File: src/rtl/serial_result_tx_pkg.sv
package serial_result_tx_pkg;

  // Kind of a data-clock edge, decided from the control levels at that edge.
  typedef enum logic [1:0] {
    EDGE_HOLD = 2'd0,  // select deasserted
    EDGE_CONV = 2'd1,  // select asserted, convert chosen
    EDGE_READ = 2'd2,  // select asserted, read chosen, result ready
    EDGE_WAIT = 2'd3   // select asserted, read chosen, conversion running
  } edge_kind_e;

  function automatic edge_kind_e classify(logic cs_n, logic rc_sel, logic busy);
    if (cs_n)         return EDGE_HOLD;
    else if (!rc_sel) return EDGE_CONV;
    else if (busy)    return EDGE_READ;
    else              return EDGE_WAIT;
  endfunction

  function automatic logic arms_marker(edge_kind_e k);
    return (k == EDGE_HOLD) || (k == EDGE_CONV);
  endfunction

endpackage

File: src/rtl/serial_result_tx_arm.sv
module serial_result_tx_arm
  import serial_result_tx_pkg::*;
(
  input  logic       clk,
  input  logic       rst_n,
  input  edge_kind_e kind,
  input  logic       consume,
  output logic       armed
);

  always_ff @(posedge clk or negedge rst_n) begin
    if (!rst_n)                  armed <= 1'b0;
    else if (arms_marker(kind))  armed <= 1'b1;
    else if (consume)            armed <= 1'b0;
  end

endmodule

File: src/rtl/serial_result_tx_conv.sv
module serial_result_tx_conv #(
  parameter int W  = 16,
  parameter int CW = 8
) (
  input  logic          clk,
  input  logic          rst_n,
  input  logic          start,
  input  logic [CW-1:0] conv_len,
  input  logic          load_stb,
  input  logic [W-1:0]  load_word,
  output logic          busy,
  output logic          done_evt,
  output logic [W-1:0]  result
);

  localparam logic [CW-1:0] ONE = CW'(1);

  logic [CW-1:0] cnt;
  logic [W-1:0]  stage;

  function automatic logic [CW-1:0] eff_len(logic [CW-1:0] len);
    return (len == '0) ? ONE : len;
  endfunction

  assign done_evt = !busy && (cnt == ONE);

  always_ff @(posedge clk or negedge rst_n) begin
    if (!rst_n)        stage <= '0;
    else if (load_stb) stage <= load_word;
  end

  always_ff @(posedge clk or negedge rst_n) begin
    if (!rst_n) begin
      busy   <= 1'b1;
      cnt    <= '0;
      result <= '0;
    end else if (start) begin
      busy <= 1'b0;
      cnt  <= eff_len(conv_len);
    end else if (done_evt) begin
      busy   <= 1'b1;
      result <= stage;
    end else if (!busy) begin
      cnt <= cnt - ONE;
    end
  end

endmodule

File: src/rtl/serial_result_tx_shift.sv
module serial_result_tx_shift
  import serial_result_tx_pkg::*;
#(
  parameter int W = 16
) (
  input  logic         clk,
  input  logic         rst_n,
  input  edge_kind_e   kind,
  input  logic         armed,
  input  logic [W-1:0] result,
  output logic         consume,
  output logic         active,
  output logic         sync,
  output logic         sdata
);

  localparam int              PW     = $clog2(W + 3);
  localparam logic [PW-1:0]   LAST_P = PW'(W + 2);

  logic [PW-1:0] pcnt;
  logic [PW-1:0] nxt;

  // Data bit that belongs after read pulse p: MSB at pulse 2, LSB at pulse W+1.
  function automatic logic pick(logic [W-1:0] w, int p);
    logic [W-1:0] sh;
    if (p < 2 || p > W + 1) return 1'b0;
    sh = w << (p - 2);
    return sh[W-1];
  endfunction

  assign nxt     = pcnt + 1'b1;
  assign consume = (kind == EDGE_READ) && !active && armed;

  always_ff @(posedge clk or negedge rst_n) begin
    if (!rst_n) begin
      active <= 1'b0;
      pcnt   <= '0;
      sync   <= 1'b0;
      sdata  <= 1'b0;
    end else if (kind == EDGE_READ) begin
      if (active) begin
        pcnt  <= nxt;
        sync  <= 1'b0;
        sdata <= pick(result, int'(nxt));
        if (nxt == LAST_P) active <= 1'b0;
      end else if (armed) begin
        active <= 1'b1;
        pcnt   <= PW'(1);
        sync   <= 1'b1;
        sdata  <= 1'b0;
      end else begin
        sync  <= 1'b0;
        sdata <= 1'b0;
      end
    end else begin
      active <= 1'b0;
      pcnt   <= '0;
      sync   <= 1'b0;
      sdata  <= 1'b0;
    end
  end

endmodule

File: src/rtl/serial_result_tx.sv
module serial_result_tx
  import serial_result_tx_pkg::*;
#(
  parameter int W  = 16,
  parameter int CW = 8
) (
  input  logic          dclk,
  input  logic          rst_n,
  input  logic          cs_n,
  input  logic          rc_sel,
  input  logic          load_stb,
  input  logic [W-1:0]  load_word,
  input  logic [CW-1:0] conv_len,
  output logic          sdata,
  output logic          sync,
  output logic          busy
);

  edge_kind_e   kind;
  logic         rc_q;
  logic         start_evt;
  logic         done_evt;
  logic         armed;
  logic         consume;
  logic         active;
  logic [W-1:0] result;

  assign kind      = classify(cs_n, rc_sel, busy);
  assign start_evt = rc_q && !rc_sel && !cs_n && busy;

  always_ff @(posedge dclk or negedge rst_n) begin
    if (!rst_n) rc_q <= 1'b0;
    else        rc_q <= rc_sel;
  end

  serial_result_tx_arm u_arm (
    .clk     (dclk),
    .rst_n   (rst_n),
    .kind    (kind),
    .consume (consume),
    .armed   (armed)
  );

  serial_result_tx_conv #(.W(W), .CW(CW)) u_conv (
    .clk       (dclk),
    .rst_n     (rst_n),
    .start     (start_evt),
    .conv_len  (conv_len),
    .load_stb  (load_stb),
    .load_word (load_word),
    .busy      (busy),
    .done_evt  (done_evt),
    .result    (result)
  );

  serial_result_tx_shift #(.W(W)) u_shift (
    .clk     (dclk),
    .rst_n   (rst_n),
    .kind    (kind),
    .armed   (armed),
    .result  (result),
    .consume (consume),
    .active  (active),
    .sync    (sync),
    .sdata   (sdata)
  );

endmodule

File: config.mk
export PLATFORM = sky130hd
export DESIGN_NAME = serial_result_tx
export DESIGN_NICKNAME = d
export VERILOG_FILES = /design/src/rtl/serial_result_tx_pkg.sv /design/src/rtl/serial_result_tx_arm.sv /design/src/rtl/serial_result_tx_conv.sv /design/src/rtl/serial_result_tx_shift.sv /design/src/rtl/serial_result_tx.sv
export SDC_FILE = /design/constraint.sdc
export NUM_CORES = 1
export LEC_CHECK = 0
export CORE_MARGIN = 2
export CORE_UTILIZATION = 35
export CTS_BUF_LIST = sky130_fd_sc_hd__clkbuf_8
export DETAILED_ROUTE_END_ITERATION = 10
export DONT_BUFFER_PORTS = 1
export REMOVE_ABC_BUFFERS = 1
export SLEW_MARGIN = 20
export SYNTH_ARGS = -nofsm -noshare
export SYNTH_HDL_FRONTEND = slang
export SYNTH_SLANG_ARGS = --single-unit
File: constraint.sdc
create_clock -name dclk -period 2.4 [get_ports dclk]
set_input_delay 0.48 -clock dclk [delete_from_list [all_inputs] [get_ports dclk]]
set_output_delay 0.48 -clock dclk [all_outputs]
set_load 0.01 [all_outputs]
==> run summary, run 1 <==
Die H -> 88.1 µm
Synth cell types -> 44
Worst-Skew Late Latency -> 300 ps
Seq pwr share -> 55.7%
Gate power share -> 22.7%
CTS Root Cell -> clkbuf_8
CP endpoint kind -> register
grt ovf -> 0
Crit Path Class -> register to register
RSZ-0062 raised after global routing -> false
PD cells -> 808 nW/µm²
Startpoint Class -> register
number of I/O port buffers -> 0
Worst Setup SP -> u_shift.pcnt[1]$_DFFE_PN0P_
Yosys reg bits -> 51
WL met3 -> 178 µm
largest net degree at the start of global routing -> 51
Placed Cells -> 293
cts bufs inserted -> 5
Data required, critical path -> 2590 ps
Final Hold Fails -> 0
async set-reset flop share out of synthesis -> 100%
Clock Skew -> 6.76 ps
total iterations of the first detailed-routing run -> 5
CP arrival -> 2380 ps
Worst slew margin -> 71.7%
Clk pwr share -> 21.6%
Top-Level Pins -> 32
Psw -> 652 µW
CTS tree -> built
switching share of power -> 29.9%
dpl hpwl -> 3.05 mm
first-pass GRT wire length -> 7.32 mm
vias in the first global route -> 1493
Std-Cell Rows -> 30
antenna-violating nets left -> 0
worst setup margin -> 210 ps
core area -> 6830 µm²
Sequential Area -> 1280 µm²
Synth Instances -> 203
highest metal used -> met4
EDFF count, synth -> 0
Tightest Pin Transition -> 421 ps
die width -> 88.1 µm
share of cells above drive strength 1 -> 26.1%
gpl congestion -> 0.798
P_leak -> 1.16 nW
end of the worst register-to-register path -> u_shift.sdata$_DFF_PN0_
Finished Layout Cells -> 303
Max FO, Critical Path -> 7
final WL -> 4.31 mm
Final Core Density -> 39.5%
WL per Instance -> 14.2 µm
main area contributors after synthesis -> dfrtp_1 51%, mux2_2 15%, mux4_2 3.6%
outcome -> complete, no violations
Final Max Slew Viols -> 0
Yosys warning count -> 0
period utilization -> 91.3%
Fin Setup TNS -> 0 ps
FILL cells -> 681
clk sinks -> 51
wire length on met1 -> 2.03 mm
post-placement setup slack -> 217 ps
Yosys top cell area share -> 50.6%
Starting Density -> 36.2%
Avg Cell Area, Syn -> 12.2 µm²
Longest Clk Path Bufs -> 2
worst r2r src -> u_shift.pcnt[1]$_DFFE_PN0P_
Peak Freq -> 0.457 GHz
# setup viols final -> 0
area leader, netlist -> dfrtp_1
ANT cells -> 0
VDD IR max -> 0.369 mV
GRT Total Usage -> 12.1%
DRC Markers -> 0
nets@finish -> 242
clock slew at reported path FFs -> 90 ps
multi-input logic area -> 1120 µm²
initial antenna violation count -> 0
vias post-DR -> 1507
Power Internal -> 1.53 mW
Primary FF master, synth -> dfrtp_1
Cell Area, Synth -> 2470 µm²
post-DR vias/cell -> 4.97
R2R depth -> 8
r2r setup slk -> 210 ps
Post-DP Area -> 2570 µm²
post-cts resize count -> 0
Initial DRC Count -> 75
Layout area overhead -> 8.90%
maxcap violations -> 0
sequential element share of the synthesized area -> 51.6%
die area -> 7760 µm²
routed wl met2 -> 2.03 mm
final instance area -> 2700 µm²
Hold Crit Class -> primary input to async pin
minimum clock period -> 2190 ps
htree depth -> 2
[registers in the layout, summed over array words and instances, names as in the netlist]
register        cells
u_shift.pcnt        5
u_conv.stage       16
rc_q                1
u_shift.active      1
u_shift.sync        1
u_conv.busy         1
u_conv.result      16
u_arm.armed         1
u_shift.sdata       1
u_conv.cnt          8
[cell usage after synthesis (all sizes together) (2+ instances only)]
| cell | instances |
|---|---|
| ha | 7 |
| o211ai | 2 |
| a21oi | 10 |
| nand3 | 7 |
| buf | 6 |
| nor2b | 2 |
| and3 | 2 |
| dfrtp | 50 |
| xnor2 | 3 |
| nor2 | 12 |
| nor3 | 5 |
| o21ai | 8 |
| or4 | 2 |
| or3 | 2 |
| mux4 | 4 |
| mux2i | 2 |
| nand2 | 12 |
| inv | 9 |
| clkbuf | 3 |
| nor4 | 2 |
| mux2 | 33 |
| xor2 | 2 |
| nor3b | 2 |
[placed cells by master (no fill, tap or decap), types with 2 or more instances in the layout]
cell type	netlist	layout
xor2_1	2	2
a21oi_1	9	9
xnor2_1	3	3
o211ai_1	2	2
and3_1	2	2
o21ai_0	8	8
nand2_1	12	12
mux4_2	4	4
clkbuf_8	0	5
buf_4	2	3
mux2_2	33	33
nor3b_1	2	2
nor3_1	4	4
inv_1	9	10
dfrtp_1	50	50
nand3_1	7	7
nor4_1	2	2
ha_1	7	7
or4_1	2	2
nor2b_1	2	2
mux2i_1	2	2
nor2_1	12	12
[power by group through the flow]
stage	clock network, mW	registers, mW	logic [mW]
4_1_cts	0.493	1.21	0.502
2_1_floorplan	0	1.18	0.403
3_5_place_dp	0	1.23	0.475
5_1_grt	0.530	1.24	0.562
6_report	0.471	1.21	0.494
3_3_place_gp	0	1.23	0.462
[final cells by class]
cell class	instances	share of cell area (%)
Sequential cell	51	47.4
Multi-Input combinational cell	134	41.5
Tap cell	96	4.46
Clock buffer	5	2.55
Timing Repair Buffer	5	2.23
Inverter	9	1.25
Clock inverter	3	0.604
[timing repair]
action / 4_1_cts / 5_1_grt
hold buffers: 2 / 0
setup buffers: 0 / 0
endpoints found under the hold margin: 50 / 0
[cell families after synthesis]
| group | Yosys count | synth area share (%) |
|---|---|---|
| adder cells (fa/ha/maj) | 7 | 3.54 |
| AO/OA/AOI/OAI | 30 | 7.74 |
| XOR/XNOR | 6 | 2.73 |
| flip-flops | 51 | 51.6 |
| multiplexers | 39 | 19.5 |
| AND/OR/NAND/NOR | 52 | 11.7 |
| buffers and inverters | 18 | 3.18 |
[per-layer routing]
| metal | track usage (%) | up-vias |
|---|---|---|
| li1 | - | 731 |
| met4 | 4.13 | 0 |
| met5 | 0 | - |
| met1 | 17.0 | 744 |
| met2 | 18.4 | 27 |
| met3 | 2.83 | 5 |
[worst max path at each step]
stage / depth (start not counted) / slack, ps / end
after floorplan: 8 / 220 / u_shift.sdata$_DFF_PN0_
after global placement: 8 / 300 / u_shift.sdata$_DFF_PN0_
after detailed placement: 8 / 220 / u_shift.sdata$_DFF_PN0_
after CTS: 8 / 200 / u_shift.sdata$_DFF_PN0_
after global routing: 8 / 30 / u_shift.sdata$_DFF_PN0_
final: 8 / 210 / u_shift.sdata$_DFF_PN0_
[metrics by stage]
step,hold slack [ps],power [mW]
finish,16.0,2.18
global route,15.3,2.33
CTS,25.2,2.21
detailed placement,185,1.71
global placement,185,1.69
floorplan,184,1.59
[critical path: stages (launching register included)]
cell,delay (ps)
dfrtp_1,450
inv_1,110
ha_1,360
inv_1,100
ha_1,370
mux4_2,320
mux2i_1,140
nand2_1,60
and4_1,180
Note: power is estimated with default switching activity, not from simulation.
==> inputs of run 2 (changes only) <==
--- a/config.mk
+++ b/config.mk
@@ -5,6 +5,7 @@
 export SDC_FILE = /design/constraint.sdc
 export NUM_CORES = 1
 export LEC_CHECK = 0
+export ABC_AREA = 1
 export CORE_MARGIN = 2
 export CORE_UTILIZATION = 35
 export CTS_BUF_LIST = sky130_fd_sc_hd__clkbuf_8
==> run summary, run 2 <==
outcome -> complete, no violations (unchanged)
Worst-Skew Late Latency -> 310 ps (was 300 ps)
xor/xnor share of the synthesized area -> 1.67% (was 2.73%)
Fin Setup TNS -> 0 ps (unchanged)
gpl congestion -> 0.875 (was 0.798)
Primary FF master, synth -> dfrtp_1 (unchanged)
worst r2r src -> u_shift.pcnt[0]$_DFFE_PN0P_ (was u_shift.pcnt[1]$_DFFE_PN0P_)
nets@finish -> 345 (was 242)
die area -> 8210 µm² (was 7760 µm²)
final WL -> 4.78 mm (was 4.31 mm)
sequential element share of the synthesized area -> 48.7% (was 51.6%)
GRT Total Usage -> 12.4% (was 12.1%)
post-cts resize count -> 0 (unchanged)
FILL cells -> 744 (was 681)
most common cell after layout, fill and taps aside -> nand2_1 (was dfrtp_1)
Synth cell types -> 35 (was 44)
Sequential Area -> 1280 µm² (unchanged)
Seq pwr share -> 45.8% (was 55.7%)
Yosys warning count -> 0 (unchanged)
Yosys top cell area share -> 47.7% (was 50.6%)
first-pass GRT wire length -> 8.42 mm (was 7.32 mm)
Data required, critical path -> 2650 ps (was 2590 ps)
Avg Cell Area, Syn -> 8.55 µm² (was 12.2 µm²)
Hold Crit Class -> primary input to async pin (unchanged)
VDD IR max -> 0.297 mV (was 0.369 mV)
die width -> 90.6 µm (was 88.1 µm)
Layout area overhead -> 7.77% (was 8.90%)
Compound-Gate Fraction of Synth Area -> 13.1% (was 7.74%)
R2R depth -> 11 (was 8)
htree depth -> 2 (unchanged)
post-synthesis simple-gate area fraction -> 24.8% (was 11.7%)
largest registers -> u_conv.result: 16 flops, u_conv.stage: 16 flops, u_conv.cnt: 8 flops (unchanged)
vias post-DR -> 1870 (was 1507)
count leader, synth -> nand2_1 (was dfrtp_1)
CTS tree -> built (unchanged)
dpl hpwl -> 3.40 mm (was 3.05 mm)
total iterations of the first detailed-routing run -> 4 (was 5)
clock slew at reported path FFs -> 100 ps (was 90 ps)
Final Max Slew Viols -> 0 (unchanged)
Std-Cell Rows -> 31 (was 30)
Synth Area in Adders -> 3.34% (was 3.54%)
Starting Density -> 36.2% (about the same)
Tightest Pin Transition -> 394 ps (was 421 ps)
Longest Clk Path Bufs -> 2 (unchanged)
Psw -> 1.01 mW (was 652 µW)
CTS Root Cell -> clkbuf_8 (unchanged)
routed wl met2 -> 2.22 mm (was 2.03 mm)
Synth Instances -> 307 (was 203)
setup bufs post-CTS -> 0 (unchanged)
r2r setup slk -> 440 ps (was 210 ps)
grt ovf -> 0 (unchanged)
# setup viols final -> 0 (unchanged)
multiplexer share of the synthesized area -> 0% (was 19.5%)
crit-path cells -> inv_1 -> ha_1 -> inv_1 -> ha_1 -> inv_1 -> nand3_1 -> nand2_1 -> nor2_1 -> nor2_1 -> nand2_1 -> nor2_1 (was inv_1 -> ha_1 -> inv_1 -> ha_1 -> mux4_2 -> mux2i_1 -> nand2_1 -> and4_1)
commonest non-fill, non-tap cells in the layout -> 72 x nand2_1, 50 x dfrtp_1, 36 x inv_1, 28 x o21ai_0, 27 x nor2_1 (was 50 x dfrtp_1, 33 x mux2_2, 12 x nand2_1, 12 x nor2_1, 10 x inv_1)
WL per Instance -> 11.7 µm (was 14.2 µm)
Clk pwr share -> 20.0% (was 21.6%)
Die H -> 90.6 µm (was 88.1 µm)
maxcap violations -> 0 (unchanged)
async set-reset flop share out of synthesis -> 100% (unchanged)
CP max stage cell -> dfrtp_1 (unchanged)
P_leak -> 1.35 nW (was 1.16 nW)
ANT cells -> 0 (unchanged)
EDFF count, synth -> 0 (unchanged)
cts bufs inserted -> 5 (unchanged)
Max stage delay on crit path -> 450 ps (about the same)
largest net degree at the start of global routing -> 52 (was 51)
CP arrival -> 2210 ps (was 2380 ps)
antenna-violating nets left -> 0 (unchanged)
switching share of power -> 38.4% (was 29.9%)
Startpoint Class -> register (unchanged)
Final Core Density -> 39.0% (was 39.5%)
main area contributors after synthesis -> dfrtp_1 48%, nand2_1 10%, o21ai_0 5.3% (was dfrtp_1 51%, mux2_2 15%, mux4_2 3.6%)
core area -> 7250 µm² (was 6830 µm²)
Crit Path Class -> register to register (unchanged)
wire length on met1 -> 2.32 mm (was 2.03 mm)
initial antenna violation count -> 0 (unchanged)
RSZ-0062 raised after global routing -> false (unchanged)
main combinational cell family by area after synthesis -> simple AND/OR/NAND/NOR gates (was multiplexers)
DRC Markers -> 0 (unchanged)
share of cells above drive strength 1 -> 15.5% (was 26.1%)
area leader, netlist -> dfrtp_1 (unchanged)
minimum clock period -> 1960 ps (was 2190 ps)
clk sinks -> 51 (unchanged)
Gate power share -> 34.2% (was 22.7%)
number of I/O port buffers -> 0 (unchanged)
end of the worst register-to-register path -> u_shift.sdata$_DFF_PN0_ (unchanged)
Final Hold Fails -> 0 (unchanged)
multi-input logic area -> 1130 µm² (was 1120 µm²)
Cell Area, Synth -> 2630 µm² (was 2470 µm²)
WL met3 -> 172 µm (was 178 µm)
Worst slew margin -> 73.6% (was 71.7%)
period utilization -> 81.9% (was 91.3%)
Commonest cells post-synth -> 72 x nand2_1, 50 x dfrtp_1, 36 x inv_1 (was 50 x dfrtp_1, 33 x mux2_2, 12 x nand2_1, 12 x nor2_1)
Peak Freq -> 0.509 GHz (was 0.457 GHz)
highest metal used -> met4 (unchanged)
Max FO, Critical Path -> 8 (was 7)
Yosys reg bits -> 51 (unchanged)
Power Internal -> 1.62 mW (was 1.53 mW)
vias in the first global route -> 1819 (was 1493)
Top-Level Pins -> 32 (unchanged)
Hold-fix buffers, CTS -> 1 (was 2)
post-DR vias/cell -> 4.57 (was 4.97)
CP endpoint kind -> register (unchanged)
PD cells -> 928 nW/µm² (was 808 nW/µm²)
Initial DRC Count -> 123 (was 75)
Clock Skew -> 10.3 ps (was 6.76 ps)
[run 2: final cells by class]
type / count / share of cell area, %
flip-flops and latches: 51 / 45.2
multi-input cells: 206 / 39.8
inverters: 42 / 5.79
well taps: 99 / 4.38
clock buffers: 5 / 2.43
repair buffers: 3 / 1.50
clock inverters: 3 / 0.929
[run 2: metrics by stage]
| step | hold slack, ps | std cells | setup slack (ps) | instance area [µm²] | total power [mW] |
|---|---|---|---|---|---|
| after detailed placement | 187 | 400 | 463 | 2710 | 2.10 |
| after CTS | 17.2 | 409 | 445 | 2830 | 2.66 |
| after global routing | 21.3 | 409 | 187 | 2830 | 2.86 |
| after global placement | 187 | 400 | 563 | 2710 | 2.08 |
| final | 13.6 | 409 | 435 | 2830 | 2.63 |
| after floorplan | 184 | 299 | 398 | 2570 | 1.93 |
[run 2: how the worst max path moves through the flow]
stage	startpoint	endpoint	slack, ps	cells past startpoint
6_report	u_shift.pcnt[0]$_DFFE_PN0P_	u_shift.sdata$_DFF_PN0_	440	11
3_5_place_dp	u_shift.pcnt[0]$_DFFE_PN0P_	u_shift.sdata$_DFF_PN0_	460	11
3_3_place_gp	u_shift.pcnt[0]$_DFFE_PN0P_	u_shift.sdata$_DFF_PN0_	560	11
5_1_grt	u_shift.pcnt[0]$_DFFE_PN0P_	u_shift.sdata$_DFF_PN0_	190	11
2_1_floorplan	u_shift.pcnt[0]$_DFFE_PN0P_	u_shift.sdata$_DFF_PN0_	400	11
4_1_cts	u_shift.pcnt[0]$_DFFE_PN0P_	u_shift.sdata$_DFF_PN0_	440	10
[run 2: kinds of logic after synthesis]
family                   count (synthesis)
AO/OA/AOI/OAI                           55
XOR/XNOR                                 5
adder cells (fa/ha/maj)                  7
buffers and inverters                   50
flip-flops                              51
AND/OR/NAND/NOR                        139
[run 2: worst max-delay path: cells and delay by family (launching register included)]
family                   cells  cell delay, ps
flip-flops                   1             450
AND/OR/NAND/NOR              6             410
adder cells (fa/ha/maj)      2             660
buffers and inverters        3             390
[run 2: per-layer routing]
metal  global-route usage, %  vias to the layer above
li1                        -                      983
met1                    16.4                      857
met2                    20.3                       25
met3                    2.84                        5
met4                    3.85                        0
met5                       0                        -
[run 2: power by group through the flow]
stage	Combinational, mW	Clock [mW]	Sequential [mW]
final	0.897	0.525	1.20
after CTS	0.907	0.551	1.20
after global placement	0.865	0	1.22
after detailed placement	0.877	0	1.22
after global routing	1.05	0.585	1.23
after floorplan	0.740	0	1.19
